### config.mk
export PLATFORM = sky130hd
export DESIGN_NAME = acc_core
export DESIGN_NICKNAME = d
export VERILOG_FILES = /design/src/rtl/acc_pkg.sv /design/src/rtl/acc_decode.sv /design/src/rtl/acc_alu.sv /design/src/rtl/acc_unpack.sv /design/src/rtl/acc_core.sv
export SDC_FILE = /design/constraint.sdc
export NUM_CORES = 2
export LEC_CHECK = 0
export BUFFER_PORTS_ARGS = -buffer_cell sky130_fd_sc_hd__buf_2
export CAP_MARGIN = 20
export CORE_MARGIN = 10
export CORE_UTILIZATION = 55
export CTS_CLUSTER_DIAMETER = 100
export DETAILED_ROUTE_END_ITERATION = 16
export MAX_ROUTING_LAYER = met4
export PLACE_DENSITY_LB_ADDON = 0.05
export SYNTH_ARGS = -nofsm -noshare
export SYNTH_HDL_FRONTEND = slang
export SYNTH_SLANG_ARGS = --single-unit
### constraint.sdc
create_clock -name clk -period 13.55 [get_ports clk]
set_input_delay 1.355 -clock clk [delete_from_list [all_inputs] [get_ports clk]]
set_output_delay 1.355 -clock clk [all_outputs]
set_load 0.1 [all_outputs]
### src/rtl/acc_pkg.sv
package acc_pkg;
  localparam int OPC_W = 8;

  localparam logic [OPC_W-1:0] OPC_HALT  = 8'h00;
  localparam logic [OPC_W-1:0] OPC_LOAD  = 8'h01;
  localparam logic [OPC_W-1:0] OPC_STORE = 8'h02;
  localparam logic [OPC_W-1:0] OPC_ADD   = 8'h03;
  localparam logic [OPC_W-1:0] OPC_SUB   = 8'h04;
  localparam logic [OPC_W-1:0] OPC_MUL   = 8'h05;
  localparam logic [OPC_W-1:0] OPC_MQACC = 8'h06;
  localparam logic [OPC_W-1:0] OPC_JMPL  = 8'h08;
  localparam logic [OPC_W-1:0] OPC_JMPR  = 8'h09;
  localparam logic [OPC_W-1:0] OPC_JGEL  = 8'h0A;
  localparam logic [OPC_W-1:0] OPC_JGER  = 8'h0B;

  typedef enum logic [2:0] {
    ST_FETCH, ST_UNPACK, ST_OPERAND, ST_EXECUTE, ST_NEXT_HALF, ST_HALT
  } state_t;

  typedef enum logic [2:0] {
    ALU_NONE, ALU_LOAD, ALU_ADD, ALU_SUB, ALU_MUL, ALU_MQ
  } alu_op_t;

  typedef struct packed {
    logic    rd_op;
    logic    wr_op;
    logic    jump;
    logic    jump_cond;
    logic    to_right;
    logic    stop;
    logic    bad;
    alu_op_t alu;
  } dec_t;
endpackage

### src/rtl/acc_decode.sv
module acc_decode
  import acc_pkg::*;
(
  input  logic [OPC_W-1:0] opc,
  output dec_t             dec
);
  always_comb begin
    dec = '0;
    dec.alu = ALU_NONE;
    case (opc)
      OPC_HALT:  dec.stop = 1'b1;
      OPC_LOAD:  begin dec.rd_op = 1'b1; dec.alu = ALU_LOAD; end
      OPC_STORE: dec.wr_op = 1'b1;
      OPC_ADD:   begin dec.rd_op = 1'b1; dec.alu = ALU_ADD; end
      OPC_SUB:   begin dec.rd_op = 1'b1; dec.alu = ALU_SUB; end
      OPC_MUL:   begin dec.rd_op = 1'b1; dec.alu = ALU_MUL; end
      OPC_MQACC: dec.alu = ALU_MQ;
      OPC_JMPL, OPC_JMPR, OPC_JGEL, OPC_JGER: begin
        dec.jump      = 1'b1;
        dec.jump_cond = opc[1];
        dec.to_right  = opc[0];
      end
      default:   dec.bad = 1'b1;
    endcase
  end
endmodule

### src/rtl/acc_alu.sv
module acc_alu
  import acc_pkg::*;
#(
  parameter int DATA_W = 40
) (
  input  alu_op_t           op,
  input  logic [DATA_W-1:0] acc_q,
  input  logic [DATA_W-1:0] mq_q,
  input  logic [DATA_W-1:0] opnd,
  output logic [DATA_W-1:0] acc_n,
  output logic [DATA_W-1:0] mq_n
);
  localparam int PROD_W = 2 * DATA_W;
  logic [PROD_W-1:0] prod;

  assign prod = {{DATA_W{1'b0}}, acc_q} * {{DATA_W{1'b0}}, opnd};

  always_comb begin
    acc_n = acc_q;
    mq_n  = mq_q;
    case (op)
      ALU_LOAD: acc_n = opnd;
      ALU_ADD:  acc_n = acc_q + opnd;
      ALU_SUB:  acc_n = acc_q - opnd;
      ALU_MUL:  begin
        acc_n = prod[PROD_W-1:DATA_W];
        mq_n  = prod[DATA_W-1:0];
      end
      ALU_MQ:   acc_n = mq_q;
      default:  ;
    endcase
  end
endmodule

### src/rtl/acc_unpack.sv
module acc_unpack #(
  parameter int HALF_W = 20
) (
  input  logic [2*HALF_W-1:0] word,
  input  logic                right_first,
  output logic [HALF_W-1:0]   first_h,
  output logic [HALF_W-1:0]   right_h
);
  logic [HALF_W-1:0] halves [2];

  for (genvar h = 0; h < 2; h++) begin : g_half
    assign halves[h] = word[h*HALF_W +: HALF_W];
  end

  assign first_h = right_first ? halves[1] : halves[0];
  assign right_h = halves[1];
endmodule

### src/rtl/acc_core.sv
module acc_core
  import acc_pkg::*;
#(
  parameter int ADDR_W = 12
) (
  input  logic                         clk,
  input  logic                         rst,
  output logic [ADDR_W-1:0]            mem_addr,
  output logic                         mem_rd,
  output logic                         mem_wr,
  output logic [2*(OPC_W+ADDR_W)-1:0]  mem_wdata,
  input  logic [2*(OPC_W+ADDR_W)-1:0]  mem_rdata,
  output logic [2*(OPC_W+ADDR_W)-1:0]  acc,
  output logic [2*(OPC_W+ADDR_W)-1:0]  mq,
  output logic [ADDR_W-1:0]            pc,
  output logic                         halted,
  output logic                         error
);
  localparam int HALF_W = OPC_W + ADDR_W;
  localparam int DATA_W = 2 * HALF_W;
  localparam logic [ADDR_W-1:0] PC_STEP = ADDR_W'(1);

  state_t              state;
  logic [ADDR_W-1:0]   mar;
  logic [HALF_W-1:0]   ir, ibr;
  logic                ibr_vld, start_right;
  logic [HALF_W-1:0]   first_h, right_h;
  logic [DATA_W-1:0]   acc_n, mq_n;
  logic [OPC_W-1:0]    ir_op;
  logic [ADDR_W-1:0]   ir_addr;
  dec_t                dec;
  logic                take;

  assign ir_op   = ir[HALF_W-1 -: OPC_W];
  assign ir_addr = ir[ADDR_W-1:0];

  acc_decode u_dec (.opc(ir_op), .dec(dec));

  acc_unpack #(.HALF_W(HALF_W)) u_unpack (
    .word(mem_rdata), .right_first(start_right),
    .first_h(first_h), .right_h(right_h)
  );

  acc_alu #(.DATA_W(DATA_W)) u_alu (
    .op(dec.alu), .acc_q(acc), .mq_q(mq), .opnd(mem_rdata),
    .acc_n(acc_n), .mq_n(mq_n)
  );

  assign take = dec.jump && (!dec.jump_cond || !acc[DATA_W-1]);

  always_ff @(posedge clk) begin
    if (rst) begin
      state       <= ST_FETCH;
      pc          <= '0;
      mar         <= '0;
      ir          <= '0;
      ibr         <= '0;
      ibr_vld     <= 1'b0;
      start_right <= 1'b0;
      acc         <= '0;
      mq          <= '0;
      halted      <= 1'b0;
      error       <= 1'b0;
    end else begin
      case (state)
        ST_FETCH:  state <= ST_UNPACK;
        ST_UNPACK: begin
          ir          <= first_h;
          ibr         <= right_h;
          ibr_vld     <= !start_right;
          start_right <= 1'b0;
          state       <= ST_OPERAND;
        end
        ST_OPERAND: begin
          mar   <= ir_addr;
          state <= ST_EXECUTE;
        end
        ST_EXECUTE: begin
          acc <= acc_n;
          mq  <= mq_n;
          if (dec.bad) begin
            halted <= 1'b1;
            error  <= 1'b1;
            state  <= ST_HALT;
          end else if (dec.stop) begin
            halted <= 1'b1;
            state  <= ST_HALT;
          end else if (take) begin
            pc          <= mar;
            start_right <= dec.to_right;
            ibr_vld     <= 1'b0;
            state       <= ST_FETCH;
          end else if (ibr_vld) begin
            state <= ST_NEXT_HALF;
          end else begin
            pc    <= pc + PC_STEP;
            state <= ST_FETCH;
          end
        end
        ST_NEXT_HALF: begin
          ir      <= ibr;
          ibr_vld <= 1'b0;
          state   <= ST_OPERAND;
        end
        default: state <= ST_HALT;
      endcase
    end
  end

  always_comb begin
    mem_rd    = 1'b0;
    mem_wr    = 1'b0;
    mem_addr  = mar;
    mem_wdata = acc;
    if (!rst) begin
      case (state)
        ST_FETCH:   begin mem_rd = 1'b1; mem_addr = pc; end
        ST_OPERAND: begin mem_rd = dec.rd_op; mem_addr = ir_addr; end
        ST_EXECUTE: mem_wr = dec.wr_op;
        default:    ;
      endcase
    end
  end
endmodule

=== Word level (Yosys, flattened, before mapping) ===
Cells that the tools add are included.

* Output and inout port bits: 148
* Logic and storage cells: 94
* Bits in registers: 151
* Input bits: 42

* Mux-type cells: 31
* Eq/ne operators: 24
* Add/sub/neg operators: 3
* $mul: 1
* Reductions and logical operators: 22
* Bitwise gates (word level): 2

{| class="wikitable"
|+ Operators by type and width
! cell !! number
|-
| $pmux W40 S5 || 1
|-
| $mul A40 B40 Y80 || 1
|-
| $add A40 B40 Y40 || 1
|-
| $pmux W20 S2 || 1
|-
| $sub A40 B40 Y40 || 1
|-
| $mux W12 || 3
|-
| $eq A8 B4 Y1 const B || 4
|-
| $eq A8 B3 Y1 const B || 3
|-
| $pmux W12 S2 || 1
|-
| $mux W20 || 1
|-
| $eq A8 B2 Y1 const B || 2
|-
| $mux W3 || 5
|-
| $pmux W3 S5 || 1
|-
| $mux W1 || 14
|-
| $add A12 B1 Y12 const B || 1
|-
| $eq A3 B2 Y1 const B || 4
|-
| $pmux W3 S4 || 1
|-
| $reduce_and A4 Y1 || 3
|-
| $reduce_or A11 Y1 || 1
|-
| $eq A3 B3 Y1 const B || 3
|-
| $eq A8 B1 Y1 const B || 1
|-
| $logic_not A8 Y1 || 1
|-
| $reduce_and A2 Y1 || 4
|-
| $reduce_or A4 Y1 || 2
|-
| 14 further kinds || 23
|}

=== Logic depth before layout (Yosys ltp) ===
* Depth after elaboration: 10
* Depth in mapped cells: 31
* Gate-level depth less buffers: 28

=== Hierarchy ===
A second synthesis with hierarchy kept.

* Cells, all modules: 7448
* Area total of the unflattened synthesis: 62527.5 sq um

{| class="wikitable"
|+ By module, submodules not included
! module !! times used !! sequential area each (sq um) !! cells each !! area each (sq um)
|-
| acc_alu || 1 || 0.0 || 6564 || 55489.5
|-
| acc_core || 1 || 3022.9 || 815 || 6379.9
|-
| acc_unpack || 1 || 0.0 || 42 || 473.0
|-
| acc_decode || 1 || 0.0 || 27 || 185.2
|}

=== Worst setup path after synthesis ===
Ideal clock, no wire load.

* Path type: input to register
* Start point: input port mem_rdata[13]
* End point: register acc[37]
* Buffers on the path: 3
* Library setup time: 0.091 ns
* Setup slack: 5.009 ns
* Required time: 13.459 ns
* Arrival time: 8.449 ns
* Cell stages on the path: 27
* Cell sequence: clkbuf_1 > clkbuf_1 > nand2_1 > fa_1 > inv_1 > fa_1 > inv_1 > fa_1 > inv_1 > fa_1 > inv_1 > fa_1 > inv_1 > fa_1 > fa_1 > inv_1 > fa_1 > inv_1 > ha_1 > clkbuf_1 > nand3_1 > or4_1 > a211o_1 > and2_4 > a2111oi_4 > a41oi_1 > a311oi_1

* Word-level cells in the longest chain between the ends: 2
* Elaborated cells on any way between the ends: 4
* Classes of those cells: add/sub: 2; mul: 1; mux: 1

{| class="wikitable"
|+ RTL lines
! element !! RTL line !! text
|-
| start: declaration || acc_core.sv:12 || <nowiki>input logic [2*(OPC_W+ADDR_W)-1:0] mem_rdata,</nowiki>
|-
| $mul A40 B40 Y80, or another cell as far along || acc_alu.sv:16 || <nowiki>assign prod = {{DATA_W{1'b0}}, acc_q} * {{DATA_W{1'b0}}, opnd};</nowiki>
|-
| $pmux W40 S5 (*) || acc_alu.sv:21 || <nowiki>case (op)</nowiki>
|-
| end signal: assignment || acc_core.sv:79 || <nowiki>acc <= acc_n;</nowiki>
|-
| end: declaration || acc_core.sv:13 || <nowiki>output logic [2*(OPC_W+ADDR_W)-1:0] acc,</nowiki>
|}

Every way passes the cells marked *; elsewhere a longest branch is shown, timed or not.
A chain may end at the register's enable or synchronous reset.

=== Worst setup path in the final report ===
* Start point: input port mem_rdata[13]
* End point: register acc[5]

* Word-level cells in the longest chain between the ends: 2

{| class="wikitable"
|+ RTL lines
! element !! RTL line
|-
| $mul A40 B40 Y80 || acc_alu.sv:16
|-
| $pmux W40 S5 || acc_alu.sv:21
|}

No other way between the ends.

==> results_dict.tcl <==
set metrics [dict create \
    root_buffer "clkbuf_16" \
    drt_iter0_drc 4452 \
    final_common_cell "inv_1" \
    fin_crit_ps 9630 \
    async_flop_share_pct 0 \
    combPwrFrac_pct 77.8 \
    die_y_um 354 \
    drive_gt1_share_pct 5.70 \
    internal_power_w 0.00205 \
    portBuffers 189 \
    setup_violations 0 \
    cts_sinks 151 \
    hold_end "ibr[10]" \
    p_switching_w 0.00295 \
    fin_util_pct 57.4 \
    clk_pin_slew_worst_paths_ps 60 \
    wl_um 208000 \
    cts_max_level 4 \
    grt_pass1_wl_um 322000 \
    antenna_found_initial 22 \
    synth_edf_count 0 \
    synth_cell_types 93 \
    cts_resized 0 \
    rsz0062_at_grt "no" \
    timing.reg2reg.setup_slack_ps 4480 \
    sw_frac_of_total_pct 59.0 \
    core-area_um2 111000 \
    avgViaCountPerCell 5.80 \
    finish.instance_area_um2 63600 \
    rr_worst_depth 26 \
    ys_seq_area_share_pct 4.91 \
    fin_nets 8896 \
    cp-start-kind "input port" \
    finalCritPeriodShare_pct 71.1 \
    seqPwrFrac_pct 12.3 \
    hold_path_class "reg -> reg" \
    drt-pass1-iter-count 6 \
    synth_top_family_by_area "adder cells" \
    ctsHoldBuffers 0 \
    syn_avg_cell_area_um2 8.46 \
    overflow 0 \
    power_density_nw_per_um2 78.6 \
    finalWeightedCongestion 1.01 \
    numCtsBuffers 17 \
    status "finished clean" \
    die_area_um2 126000 \
    r2r_end "acc[5]" \
    p_leak_nw 31.2 \
    yosysWarnings 0 \
    max_slew.worst_pin.slew_ps 1180 \
    hp-start "ibr[10]" \
    pwr-share-clk_pct 9.9 \
    critPathKind "in -> reg" \
    timing.rr.start "acc[21]" \
    synth_compound_area_share_pct 7.62 \
    ys_seq_elements 151 \
    tns_ps 0 \
    clock_path_buffers 2 \
    netlist_instances 7271 \
    finalHoldViolations 0 \
    worstHoldPathCells 2 \
    rows 122 \
    synth_fa_ha_area_share_pct 54.4 \
    synthSimpleGateAreaFrac_pct 17.6 \
    detail-route-antenna-nets 0 \
    pin_count 190 \
    synth-xor-area-share_pct 1.95 \
    grt_max_degree 82 \
    max_freq_mhz 104 \
    syn2layout_area_growth_pct 3.34 \
    final_cell_mix "inv_1 (1507), fa_1 (1444), nand2_1 (1303)" \
    place_hpwl_um 161000 \
    vias 49500 \
    die_w_um 354 \
    syn-cell-area_um2 61500 \
    ir_drop_mv 0.184 \
    cp_data_arrival_time_ps 10000 \
    syn-num-nets 9123 \
    required_ps 13920 \
    path_max_fanout 29 \
    maxSlewViolCount 0 \
    clock_skew_ps 24.3 \
    dpl_cell_area_um2 63000 \
    end_kind "flop" \
    grt_usage_pct 34.6 \
    startpoint "mem_rdata[13]" \
    cts_tree "yes" \
    cts_setup_buffers 0 \
    wl_per_cell_um 24.3 \
    cap_violations 0 \
    drt_drc_violations_left 0 \
    clk-insertion-delay-late_ps 480 \
    slew_headroom_pct 20.2 \
    start_util_pct 55.5 \
    ys.flop_type "dfxtp_1" \
    grt_pass1_vias 53000 \
    synth_mux_area_share_pct 0.667 \
]
-- kinds of logic (layout without fill, tap and decap cells) --
logic type,count (synthesis),count (layout)
adders and majority gates,1810,1810
other,0,3
DFF,151,151
muxes,41,41
xor gates and xnor gates,136,136
buffers and inverters,2047,1832
AOI/OAI and AO/OA,748,748
and+or+nand+nor,2338,2338
-- registers in the layout, summed over array words and instances, names as in the netlist, 3 cells and up --
| register | flops |
|---|---|
| pc | 12 |
| mq | 40 |
| ibr | 20 |
| mar | 12 |
| acc | 40 |
| state | 3 |
| ir | 20 |
-- worst max-delay path: stages --
cell and delay, ps:
buf_2 460, buf_4 520, nand2_1 160, fa_1 560, inv_1 50, fa_1 510
inv_1 60, fa_1 500, inv_1 50, fa_1 470, inv_1 50, fa_1 490
fa_1 630, fa_1 450, fa_1 530, inv_1 50, ha_1 360, a21oi_1 350
nand2_1 90, a221oi_1 300, inv_1 100, a31oi_1 450, and2_1 380, o21ai_0 160
xor2_1 470, a21oi_1 150, nor3_1 210
-- power by group through the flow --
| stage | Combinational, W | Clock, W | Sequential, W |
|---|---|---|---|
| after floorplan | 0.00261 | 0 | 0.000629 |
| after global placement | 0.00381 | 0 | 0.000620 |
| after detailed placement | 0.00381 | 0 | 0.000621 |
| after CTS | 0.00387 | 0.000500 | 0.000612 |
| after global routing | 0.00426 | 0.000517 | 0.000620 |
| final | 0.00388 | 0.000497 | 0.000615 |
-- cell type report --
| class | count | area [um2] |
|---|---|---|
| diodes | 3 | 7.51 |
| clock buffers | 20 | 458 |
| clock inverters | 11 | 123 |
| fillers | 10300 | 47200 |
| inverters | 1508 | 5660 |
| multi-input cells | 5073 | 50700 |
| flip-flops and latches | 151 | 3080 |
| well taps | 1488 | 1860 |
| repair buffers | 293 | 1730 |
-- stage by stage --
step	std cells	setup WS, ps	power, W	hold slack, ps
after floorplan	7271	5010	0.00324	437
after global placement	8512	3580	0.00443	442
after detailed placement	8513	3650	0.00444	447
after CTS	8544	4070	0.00498	457
after global routing	8547	3640	0.00540	474
final	8547	3920	0.00500	455
-- worst max path at each step --
stage	end	slack (ps)	cells after the start
3_5_place_dp	acc[5]	3650	27
4_1_cts	acc[9]	4070	26
3_3_place_gp	acc[9]	3580	26
6_report	acc[5]	3920	27
2_1_floorplan	acc[37]	5010	27
5_1_grt	acc[9]	3640	27
-- metal layers --
layer,track usage (%),routed length [um],vias to the layer above
met3,5.84,17900,439
met5,-,0,-
met2,53.7,94900,2325
met1,45.8,86000,25700
li1,-,-,21100
met4,12.2,8910,0
-- cell usage after synthesis, types with 42 or more instances --
cell      number  area share (%)
inv_1       1507             9.2
fa_1        1444              47
nand2_1     1303             7.9
and2_1       583             5.9
clkbuf_1     436             2.7
ha_1         366             7.4
a21oi_1      313             2.5
nor2_1       218             1.3
dfxtp_1      151             4.9
o21ai_0      126             1.0
xnor2_1       86             1.2
xor2_1        49            0.70
a21o_1        48            0.59
nand4_1       42            0.43
No activity file was read; power rests on OpenSTA's default activity.
